**src/rtl/core_idle_pkg.sv**
```systemverilog
package core_idle_pkg;

    typedef enum logic [2:0] {
        ST_ACTIVE = 3'd0,
        ST_HALT   = 3'd1,
        ST_C1     = 3'd2,
        ST_C2     = 3'd3,
        ST_C3     = 3'd4,
        ST_C4     = 3'd5,
        ST_SNOOP  = 3'd6,
        ST_FLUSH  = 3'd7
    } idle_state_t;

    typedef struct packed {
        logic hard;
        logic smi;
        logic mon;
    } wake_vec_t;

    function automatic logic is_deep(idle_state_t s);
        return (s == ST_C3) || (s == ST_C4);
    endfunction

    function automatic logic is_shallow(idle_state_t s);
        return (s == ST_HALT) || (s == ST_C1) || (s == ST_C2);
    endfunction

endpackage

```
**src/rtl/core_wake_merge.sv**
```systemverilog
module core_wake_merge
    import core_idle_pkg::*;
#(
    parameter int LINT_W = 2
) (
    input  logic              init_i,
    input  logic [LINT_W-1:0] lint_i,
    input  logic              busint_i,
    input  logic              smi_i,
    input  logic              mon_i,
    output wake_vec_t         wake_o
);
    logic [LINT_W:0] chain;

    assign chain[0] = 1'b0;
    for (genvar g = 0; g < LINT_W; g++) begin : g_lint
        assign chain[g+1] = chain[g] | lint_i[g];
    end

    always_comb begin
        wake_o.hard = init_i | busint_i | chain[LINT_W];
        wake_o.smi  = smi_i;
        wake_o.mon  = mon_i;
    end
endmodule

```
**src/rtl/core_idle_fsm.sv**
```systemverilog
module core_idle_fsm
    import core_idle_pkg::*;
(
    input  logic        clk,
    input  logic        rst,
    input  logic        req_valid,
    input  logic [2:0]  req_level,
    input  logic        stop_clk,
    input  logic        snoop,
    input  logic        snoop_done,
    input  logic        flush_done,
    input  logic        smi_ret_halt,
    input  wake_vec_t   wake,
    output idle_state_t st_o,
    output logic        sg_ack_o,
    output logic        sg_hold_o
);
    idle_state_t st, st_n, ret, ret_n;
    logic        sg, sg_n, ack, ack_n;
    idle_state_t lvl;
    logic        any_wake;

    assign lvl      = idle_state_t'(req_level);
    assign any_wake = wake.hard | wake.smi | wake.mon;

    always_comb begin
        st_n  = st;
        ret_n = ret;
        sg_n  = sg;
        ack_n = 1'b0;
        case (st)
            ST_ACTIVE: begin
                if (!any_wake && req_valid) begin
                    case (lvl)
                        ST_HALT, ST_C1, ST_C2: begin
                            st_n  = lvl;
                            ack_n = (lvl == ST_C2) && stop_clk;
                        end
                        ST_C3, ST_C4: begin
                            st_n  = ST_FLUSH;
                            ret_n = lvl;
                        end
                        default: ;
                    endcase
                end
            end
            ST_HALT, ST_C1, ST_C2: begin
                if (sg) begin
                    if (!stop_clk) sg_n = 1'b0;
                end else if (wake.hard) begin
                    st_n = ST_ACTIVE;
                end else if (wake.smi) begin
                    st_n = smi_ret_halt ? ST_HALT : ST_ACTIVE;
                end else if (wake.mon && st != ST_HALT) begin
                    st_n = ST_ACTIVE;
                end else if (st == ST_HALT && stop_clk) begin
                    sg_n  = 1'b1;
                    ack_n = 1'b1;
                end else if (snoop) begin
                    st_n  = ST_SNOOP;
                    ret_n = st;
                end
            end
            ST_SNOOP: if (snoop_done) st_n = ret;
            ST_FLUSH: if (flush_done) st_n = ret;
            ST_C3, ST_C4: if (any_wake) st_n = ST_ACTIVE;
            default: st_n = ST_ACTIVE;
        endcase
    end

    always_ff @(posedge clk) begin
        if (rst) begin
            st  <= ST_ACTIVE;
            ret <= ST_ACTIVE;
            sg  <= 1'b0;
            ack <= 1'b0;
        end else begin
            st  <= st_n;
            ret <= ret_n;
            sg  <= sg_n;
            ack <= ack_n;
        end
    end

    assign st_o      = st;
    assign sg_ack_o  = ack;
    assign sg_hold_o = sg;

    // a deep state is reached only through flush-wait with flush_done
    a_r9_flush_first: assert property (@(posedge clk) disable iff (rst)
        (is_deep(st) && $past(st) != st) |-> ($past(st) == ST_FLUSH && $past(flush_done)));

    // snoops do not disturb a deep state
    a_r10_deep_snoop: assert property (@(posedge clk) disable iff (rst)
        (is_deep(st) && snoop && !any_wake) |=> (st == $past(st)));

    // wake wins over an entry request in active
    a_r3_wake_wins: assert property (@(posedge clk) disable iff (rst)
        (st == ST_ACTIVE && any_wake) |=> (st == ST_ACTIVE));

    // entry request ignored while halted and otherwise quiet
    a_r3_entry_ignored: assert property (@(posedge clk) disable iff (rst)
        (st == ST_HALT && !sg && req_valid && !any_wake && !snoop && !stop_clk) |=> (st == ST_HALT));

    // acknowledge is a single-cycle pulse
    a_r5_ack_pulse: assert property (@(posedge clk) disable iff (rst)
        sg_ack_o |=> !sg_ack_o);

    // stop-grant only ever exists in halt
    a_r5_sg_in_halt: assert property (@(posedge clk) disable iff (rst)
        sg_hold_o |-> (st == ST_HALT));
endmodule

```
**src/rtl/core_pkg_combine.sv**
```systemverilog
module core_pkg_combine (
    input  logic own_deep,
    input  logic peer_deep,
    input  logic enable,
    output logic sleep_req
);
    assign sleep_req = own_deep & peer_deep & enable;
endmodule

```
**src/rtl/core_idle_ctl.sv**
```systemverilog
module core_idle_ctl
    import core_idle_pkg::*;
#(
    parameter int LINT_W = 2
) (
    input  logic              clk,
    input  logic              rst,
    input  logic              req_valid,
    input  logic [2:0]        req_level,
    input  logic              stop_clk,
    input  logic              snoop,
    input  logic              snoop_done,
    input  logic              flush_done,
    input  logic              wake_mon,
    input  logic              wake_smi,
    input  logic              smi_ret_halt,
    input  logic              wake_init,
    input  logic [LINT_W-1:0] wake_lint,
    input  logic              wake_busint,
    input  logic              peer_deep,
    input  logic              deep_sleep_en,
    output logic [2:0]        state,
    output logic              flush_req,
    output logic              clk_en,
    output logic              sg_ack,
    output logic              stop_granted,
    output logic              deep_idle,
    output logic              pkg_sleep_req
);
    wake_vec_t   wv;
    idle_state_t cur;

    core_wake_merge #(.LINT_W(LINT_W)) u_wake (
        .init_i(wake_init), .lint_i(wake_lint), .busint_i(wake_busint),
        .smi_i(wake_smi), .mon_i(wake_mon), .wake_o(wv)
    );

    core_idle_fsm u_fsm (
        .clk(clk), .rst(rst), .req_valid(req_valid), .req_level(req_level),
        .stop_clk(stop_clk), .snoop(snoop), .snoop_done(snoop_done),
        .flush_done(flush_done), .smi_ret_halt(smi_ret_halt), .wake(wv),
        .st_o(cur), .sg_ack_o(sg_ack), .sg_hold_o(stop_granted)
    );

    assign state     = cur;
    assign flush_req = (cur == ST_FLUSH);
    assign clk_en    = !is_deep(cur);
    assign deep_idle = (cur == ST_C4);

    core_pkg_combine u_comb (
        .own_deep(deep_idle), .peer_deep(peer_deep),
        .enable(deep_sleep_en), .sleep_req(pkg_sleep_req)
    );

    // package request never without this core in C4
    a_r11_pkg_needs_c4: assert property (@(posedge clk) disable iff (rst)
        pkg_sleep_req |-> (state == 3'd5));
endmodule

```
**config.mk**
```make
export PLATFORM = sky130hd
export DESIGN_NAME = core_idle_ctl
export DESIGN_NICKNAME = d
export VERILOG_FILES = /design/src/rtl/core_idle_pkg.sv /design/src/rtl/core_wake_merge.sv /design/src/rtl/core_idle_fsm.sv /design/src/rtl/core_pkg_combine.sv /design/src/rtl/core_idle_ctl.sv
export SDC_FILE = /design/constraint.sdc
export NUM_CORES = 1
export LEC_CHECK = 0
export BUFFER_PORTS_ARGS = -buffer_cell sky130_fd_sc_hd__buf_2
export CORE_MARGIN = 8
export CORE_UTILIZATION = 46
export DETAILED_ROUTE_END_ITERATION = 8
export MAX_ROUTING_LAYER = met4
export PLACE_DENSITY = 0.73
export SYNTH_ARGS = -nofsm -noshare
export SYNTH_HDL_FRONTEND = slang
export SYNTH_SLANG_ARGS = --single-unit
```
**constraint.sdc**
```tcl
create_clock -name clk -period 2.2 [get_ports clk]
set_input_delay 0.33 -clock clk [delete_from_list [all_inputs] [get_ports clk]]
set_output_delay 0.33 -clock clk [all_outputs]
set_load 0.05 [all_outputs]
```
==> implementation parameters, run 1 <==
Parameter                              Value

Status
  Result of the run    complete, no violations

Clock tree
  CTS max path bufs    2
  Number of resized instances in the post-cts repair step    0
  Setup repair bufs after CTS    0
  Cts hold-fix bufs    0
  CTS root buf    sky130_fd_sc_hd__clkbuf_4
  Insertion delay of the later-clocked pin in the worst-skew pair    0.25 ns
  TritonCTS clock tree    done
  Number of clock buffers inserted by TritonCTS    3
  Level count of the clock H-tree    1
  Number of clock sinks seen by CTS    8
  Worst-path clk slew    0.06 ns

Global route
  Total global-route track usage    13.1%
  Global-route wire length before repair    3.35 mm
  Congestion Overflow GR    0
  Largest net degree at the start of global routing    19
  Antenna violations before repair    0
  Via count of the first global-routing pass    781

Min path
  Hold Startpoint    stop_clk
  Number of instances on the worst hold path    3
  Hold Crit Endpoint    u_fsm.sg_ack_o$_SDFF_PP0_
  Hold crit path type    in -> reg

Final layout
  Most frequent cells in the layout    sky130_fd_sc_hd__buf_2, sky130_fd_sc_hd__nand2_1, sky130_fd_sc_hd__nor2_1
  Commonest non-fill, non-tap cell in the layout    sky130_fd_sc_hd__buf_2
  Proportion of layout cells with a drive suffix above 1    36.1%
  Number of inserted diodes    0
  Area overhead of the layout relative to synthesis    24.4%
  Final non-filler cell total    135
  Final design utilization    59.9%
  Net count, final    140

Synthesis
  Flip-flop and latch count after synthesis    8
  Syn nets    113
  Cell area after synthesis    717 um2
  Top_reg_cell synth    sky130_fd_sc_hd__dfxtp_1
  Distinct cell type count after synthesis    34
  Post-synthesis instance total    94
  Mean post-synth cell area    7.63 um2
  Sequential share of the synthesized area    22.3%
  Count of warnings emitted by yosys    0
  Count of flip-flops with a built-in enable after synthesis    0
  Fraction of registers with async set/reset    0%

Critical path
  Launching instance or port of the critical path    u_fsm.st_o[1]$_SDFFE_PP0P_
  Stages on the worst setup path    4
  Register-to-register setup slack    0.26 ns
  Endpoint of the worst-slack reg-to-reg timing path    u_fsm.st_o[1]$_SDFFE_PP0P_
  CP Launch Type    flop
  R2r startpoint    u_fsm.st_o[1]$_SDFFE_PP0P_
  Family with the most delay on the worst path    flip-flops
  Critical path type    reg -> out
  Critical path capture point type    output port
  Highest net fanout along the worst path    16
  Cell breakdown of the critical path    buf_4 -> nor2_4 -> and3_2 -> buf_2
  Worst Path Required    1.87 ns
  Standard cell with the maximum stage delay on the critical path    sky130_fd_sc_hd__dfxtp_1
  Max incr delay on CP    0.67 ns
  Worst Reg2Reg Path Length in Cells    5
  Sum of buffers and inverters on the critical path    2
  WP data arrival    1.61 ns

Timing
  Final Max Slew Viols    0
  Tmin final    1.94 ns
  Max Freq    0.516 GHz
  Fin Setup TNS    0 ns
  Fin Clk Skew    0.00404 ns
  RSZ-0062 raised after global routing    no
  Transition time of the tightest slew-check pin    0.557 ns
  Ratio of final minimum period to clock period    88.1%
  Worst-case headroom to the max-slew limit    62.8%
  Worst hold slack after final layout    0.371 ns
  Hold violation count in the final report    0
  Setup Viol. Count Final    0

Pwr
  Peak supply drop    0.514 mV
  Leakage power    0.365 nW
  Cell Pwr Density    1130 nW/um2
  Switching component of the power    0.000525 W
  Part of the total power dissipated in the clock network    11.2%
  Switching share of power    52.4%
  Internal power summed over all cells    0.000478 W
  Share of power burned in combinational logic    59.5%
  Relative contribution of sequential cells to total power    29.2%

Detailed routing
  Post-detailed-route via-to-cell ratio    6.01
  DRT Wirelength    1.95 mm
  First-pass iteration count of the detailed router    4
  DRT iter0 DRCs    20
  Number of antenna-violating nets in the routed design    0
  Average routed wire per standard cell    14.5 um
  Number of design rule violations left after detail routing    0
  Via Count    811

Floorplanning
  Number of top-level design ports    28
  Row count    14
  Full die area    3080 um2
  Horizontal extent of the die    55.5 um
  Die Y-Extent    55.5 um
  Starting density of the core    48.2%
  Core region area    1490 um2

Place
  Total of buffers placed on input and output ports    27
  RD Place Congestion    0.858
  Dpl cells    132

Job
  Total of max-cap violations    0
==> metrics by stage <==
step / setup slack (ns) / total power [W] / cell area [um2]
global placement: 0.330 / 0.000894 / 870
detailed placement: 0.287 / 0.000890 / 870
finish: 0.261 / 0.00100 / 892
global route: 0.141 / 0.00109 / 892
CTS: 0.272 / 0.00100 / 892
floorplan: 0.0742 / 0.000770 / 728
==> tightest hold or removal path: stages <==
cell	delay, ns
sky130_fd_sc_hd__buf_2	0.12
sky130_fd_sc_hd__nand3_1	0.08
sky130_fd_sc_hd__nor4_1	0.05
==> cells in the mapped netlist, types with 3 or more instances <==
cell type | count | share of area (%)
sky130_fd_sc_hd__a21oi_1 | 6 | 4.2
sky130_fd_sc_hd__o21ai_0 | 4 | 2.8
sky130_fd_sc_hd__nor2b_1 | 4 | 3.5
sky130_fd_sc_hd__a311oi_1 | 4 | 4.9
sky130_fd_sc_hd__dfxtp_1 | 8 | 22
sky130_fd_sc_hd__clkbuf_1 | 4 | 2.1
sky130_fd_sc_hd__nand2b_1 | 5 | 4.4
sky130_fd_sc_hd__nor2_1 | 9 | 4.7
sky130_fd_sc_hd__nand3_1 | 6 | 4.2
sky130_fd_sc_hd__nand2_1 | 9 | 4.7
sky130_fd_sc_hd__nor3_1 | 3 | 2.1
==> flip-flops by register name, indices dropped and copies added (netlist names) <==
| signal | flops |
|---|---|
| u_fsm.sg_hold_o | 1 |
| u_fsm.ret | 3 |
| u_fsm.st_o | 3 |
| u_fsm.sg_ack_o | 1 |
==> how the worst max path moves through the flow <==
stage	to	slack, ns
floorplan	flush_req	0.07
global placement	u_fsm.st_o[1]$_SDFFE_PP0P_	0.33
detailed placement	u_fsm.st_o[1]$_SDFFE_PP0P_	0.29
CTS	pkg_sleep_req	0.27
global route	u_fsm.ret[0]$_SDFFE_PP0P_	0.14
finish	pkg_sleep_req	0.26
==> routing by layer <==
metal  track usage (%)  part of all wire (%)  vias to the layer above
met3              5.25                   9.5                        5
li1                  -                     -                      401
met1              14.7                    42                      366
met2              20.2                    48                       39
met4              5.28                   1.4                        0
met5                 -                     0                        -
==> power by group through the flow <==
stage / clock (W) / combinational, W / sequential, W
2_1_floorplan: 0 / 0.000477 / 0.000293
3_3_place_gp: 0 / 0.000597 / 0.000298
3_5_place_dp: 0 / 0.000596 / 0.000294
4_1_cts: 0.000116 / 0.000596 / 0.000292
5_1_grt: 0.000125 / 0.000655 / 0.000305
6_report: 0.000113 / 0.000598 / 0.000294
==> final cells by class <==
| class | instances | area, um2 |
|---|---|---|
| repair buffers | 29 | 150 |
| multi-input cells | 77 | 529 |
| clock buffers | 3 | 22.5 |
| well taps | 16 | 20.0 |
| fillers | 143 | 597 |
| inverters | 2 | 7.51 |
| flip-flops and latches | 8 | 163 |
==> cell families (layout without fill, tap and decap cells) <==
family	after synthesis	count (layout)	synth area share, %
AO/OA/AOI/OAI	26	26	28.3
AND/OR/NAND/NOR	48	48	40.0
flip-flops	8	8	22.3
multiplexers	3	3	4.36
buffers and inverters	9	34	5.06
No activity file was read; power rests on OpenSTA's default activity.
==> run 2: changes to the inputs <==
--- a/config.mk
+++ b/config.mk
@@ -7,10 +7,10 @@
 export LEC_CHECK = 0
 export BUFFER_PORTS_ARGS = -buffer_cell sky130_fd_sc_hd__buf_2
 export CORE_MARGIN = 8
-export CORE_UTILIZATION = 46
+export CORE_UTILIZATION = 47
 export DETAILED_ROUTE_END_ITERATION = 8
 export MAX_ROUTING_LAYER = met4
-export PLACE_DENSITY = 0.73
+export PLACE_DENSITY = 0.75
 export SYNTH_ARGS = -nofsm -noshare
 export SYNTH_HDL_FRONTEND = slang
 export SYNTH_SLANG_ARGS = --single-unit
==> run 2 against run 1 <==
Worst setup slack improved by 0.059 ns. Via count is 0.37% higher. Sequential share of layout area is the same. Cell count unchanged. Power up 1.0%. Register-to-register slack better by 0.09 ns. Die area down 1.5%. Largest power group unchanged. Highest routed layer unchanged.
==> implementation parameters, run 2 (synthesis gave the netlist of run 1 again) <==
Parameter                              Value

Status
  Result of the run    complete, no violations

Clock tree
  Insertion delay of the later-clocked pin in the worst-skew pair    0.26 ns
  Worst-path clk slew    0.06 ns
  Setup repair bufs after CTS    0
  Cts hold-fix bufs    0
  Number of clock buffers inserted by TritonCTS    3
  Level count of the clock H-tree    1
  CTS max path bufs    2
  TritonCTS clock tree    done
  Number of resized instances in the post-cts repair step    0
  CTS root buf    sky130_fd_sc_hd__clkbuf_4
  Number of clock sinks seen by CTS    8

Pwr
  Relative contribution of sequential cells to total power    28.9%
  Switching share of power    52.8%
  Internal power summed over all cells    0.000479 W
  Leakage power    0.365 nW
  Peak supply drop    0.482 mV
  Share of power burned in combinational logic    59.7%
  Cell Pwr Density    1140 nW/um2
  Part of the total power dissipated in the clock network    11.4%
  Switching component of the power    0.000535 W

Floorplanning
  Horizontal extent of the die    55.1 um
  Starting density of the core    48.7%
  Full die area    3030 um2
  Number of top-level design ports    28
  Core region area    1470 um2
  Die Y-Extent    55.1 um
  Row count    14

Final layout
  Net count, final    140
  Most frequent cells in the layout    sky130_fd_sc_hd__buf_2, sky130_fd_sc_hd__nand2_1, sky130_fd_sc_hd__nor2_1
  Final non-filler cell total    135
  Commonest non-fill, non-tap cell in the layout    sky130_fd_sc_hd__buf_2
  Area overhead of the layout relative to synthesis    24.4%
  Number of inserted diodes    0
  Proportion of layout cells with a drive suffix above 1    36.1%

Detailed routing
  Post-detailed-route via-to-cell ratio    6.03
  Number of antenna-violating nets in the routed design    0
  DRT Wirelength    2.01 mm
  DRT iter0 DRCs    30
  Average routed wire per standard cell    14.9 um
  Via Count    814
  First-pass iteration count of the detailed router    4
  Number of design rule violations left after detail routing    0

Critical path
  Worst Path Required    1.87 ns
  WP data arrival    1.55 ns
  Critical path capture point type    output port
  Critical path type    reg -> out
  CP Launch Type    flop
  Register-to-register setup slack    0.35 ns
  Highest net fanout along the worst path    15

Global route
  Total global-route track usage    14.9%
  Largest net degree at the start of global routing    19
  Congestion Overflow GR    0
  Antenna violations before repair    0
  Global-route wire length before repair    3.24 mm
  Via count of the first global-routing pass    733

Timing
  Fin Clk Skew    0.00250 ns
  Final Max Slew Viols    0
  Worst-case headroom to the max-slew limit    67.5%
  RSZ-0062 raised after global routing    no
  Slack of the critical path    0.319 ns
  Ratio of final minimum period to clock period    85.5%
  Max Freq    0.532 GHz
  Transition time of the tightest slew-check pin    0.487 ns
  Tmin final    1.88 ns
  Hold violation count in the final report    0
  Fin Setup TNS    0 ns
  Setup Viol. Count Final    0

Place
  Total of buffers placed on input and output ports    27
  RD Place Congestion    0.931
  Dpl cells    132
  Post-DP HPWL    1.56 mm
  Worst slack at placement    0.290 ns

Min path
  Hold crit path type    in -> reg

Job
  Total of max-cap violations    0
run 2: per-layer routing:
metal	wire [um]	vias to the layer above	part of all wire (%)	track usage (%)
li1	-	401	-	-
met1	837	384	42	16.5
met2	985	25	49	24.1
met5	0	-	0	-
met4	18	0	0.90	5.20
met3	165	4	8.2	5.61
run 2: layout make-up:
type | count | area (um2)
fillers | 144 | 579
multi-input cells | 77 | 529
flip-flops and latches | 8 | 163
repair buffers | 29 | 150
clock buffers | 3 | 22.5
well taps | 16 | 20.0
inverters | 2 | 7.51
run 2: final timing paths:
kind | from | end | cells past startpoint
worst max-delay path | u_fsm.st_o[1]$_SDFFE_PP0P_ | pkg_sleep_req | 4
worst min-delay path | stop_clk | u_fsm.sg_ack_o$_SDFF_PP0_ | 3
worst max register to register | u_fsm.st_o[1]$_SDFFE_PP0P_ | u_fsm.st_o[0]$_SDFFE_PP0P_ | 5
worst min register to register | u_fsm.ret[1]$_SDFFE_PP0P_ | u_fsm.ret[1]$_SDFFE_PP0P_ | 2
run 2: worst max-delay path: stages (launching register included):
cell and delay, ns:
sky130_fd_sc_hd__dfxtp_1 0.62, sky130_fd_sc_hd__buf_4 0.24, sky130_fd_sc_hd__nor2_4 0.04, sky130_fd_sc_hd__and3_2 0.19
sky130_fd_sc_hd__buf_2 0.20
run 2: per-stage QoR:
step	util (%)	total power (W)	hold WS (ns)	instance area, um2
final	60.6	0.00101	0.368	892
after global routing	60.6	0.00109	0.361	892
after CTS	60.6	0.00102	0.365	892
after detailed placement	59.1	0.000899	0.496	870
after global placement	59.1	0.000889	0.484	870
after floorplan	-	0.000770	0.461	728
run 2: power groups by stage:
stage	clock network (W)	registers, W	logic [W]
after floorplan	0	0.000293	0.000477
after global placement	0	0.000294	0.000595
after detailed placement	0	0.000297	0.000602
after CTS	0.000117	0.000293	0.000607
after global routing	0.000128	0.000311	0.000654
final	0.000116	0.000293	0.000605
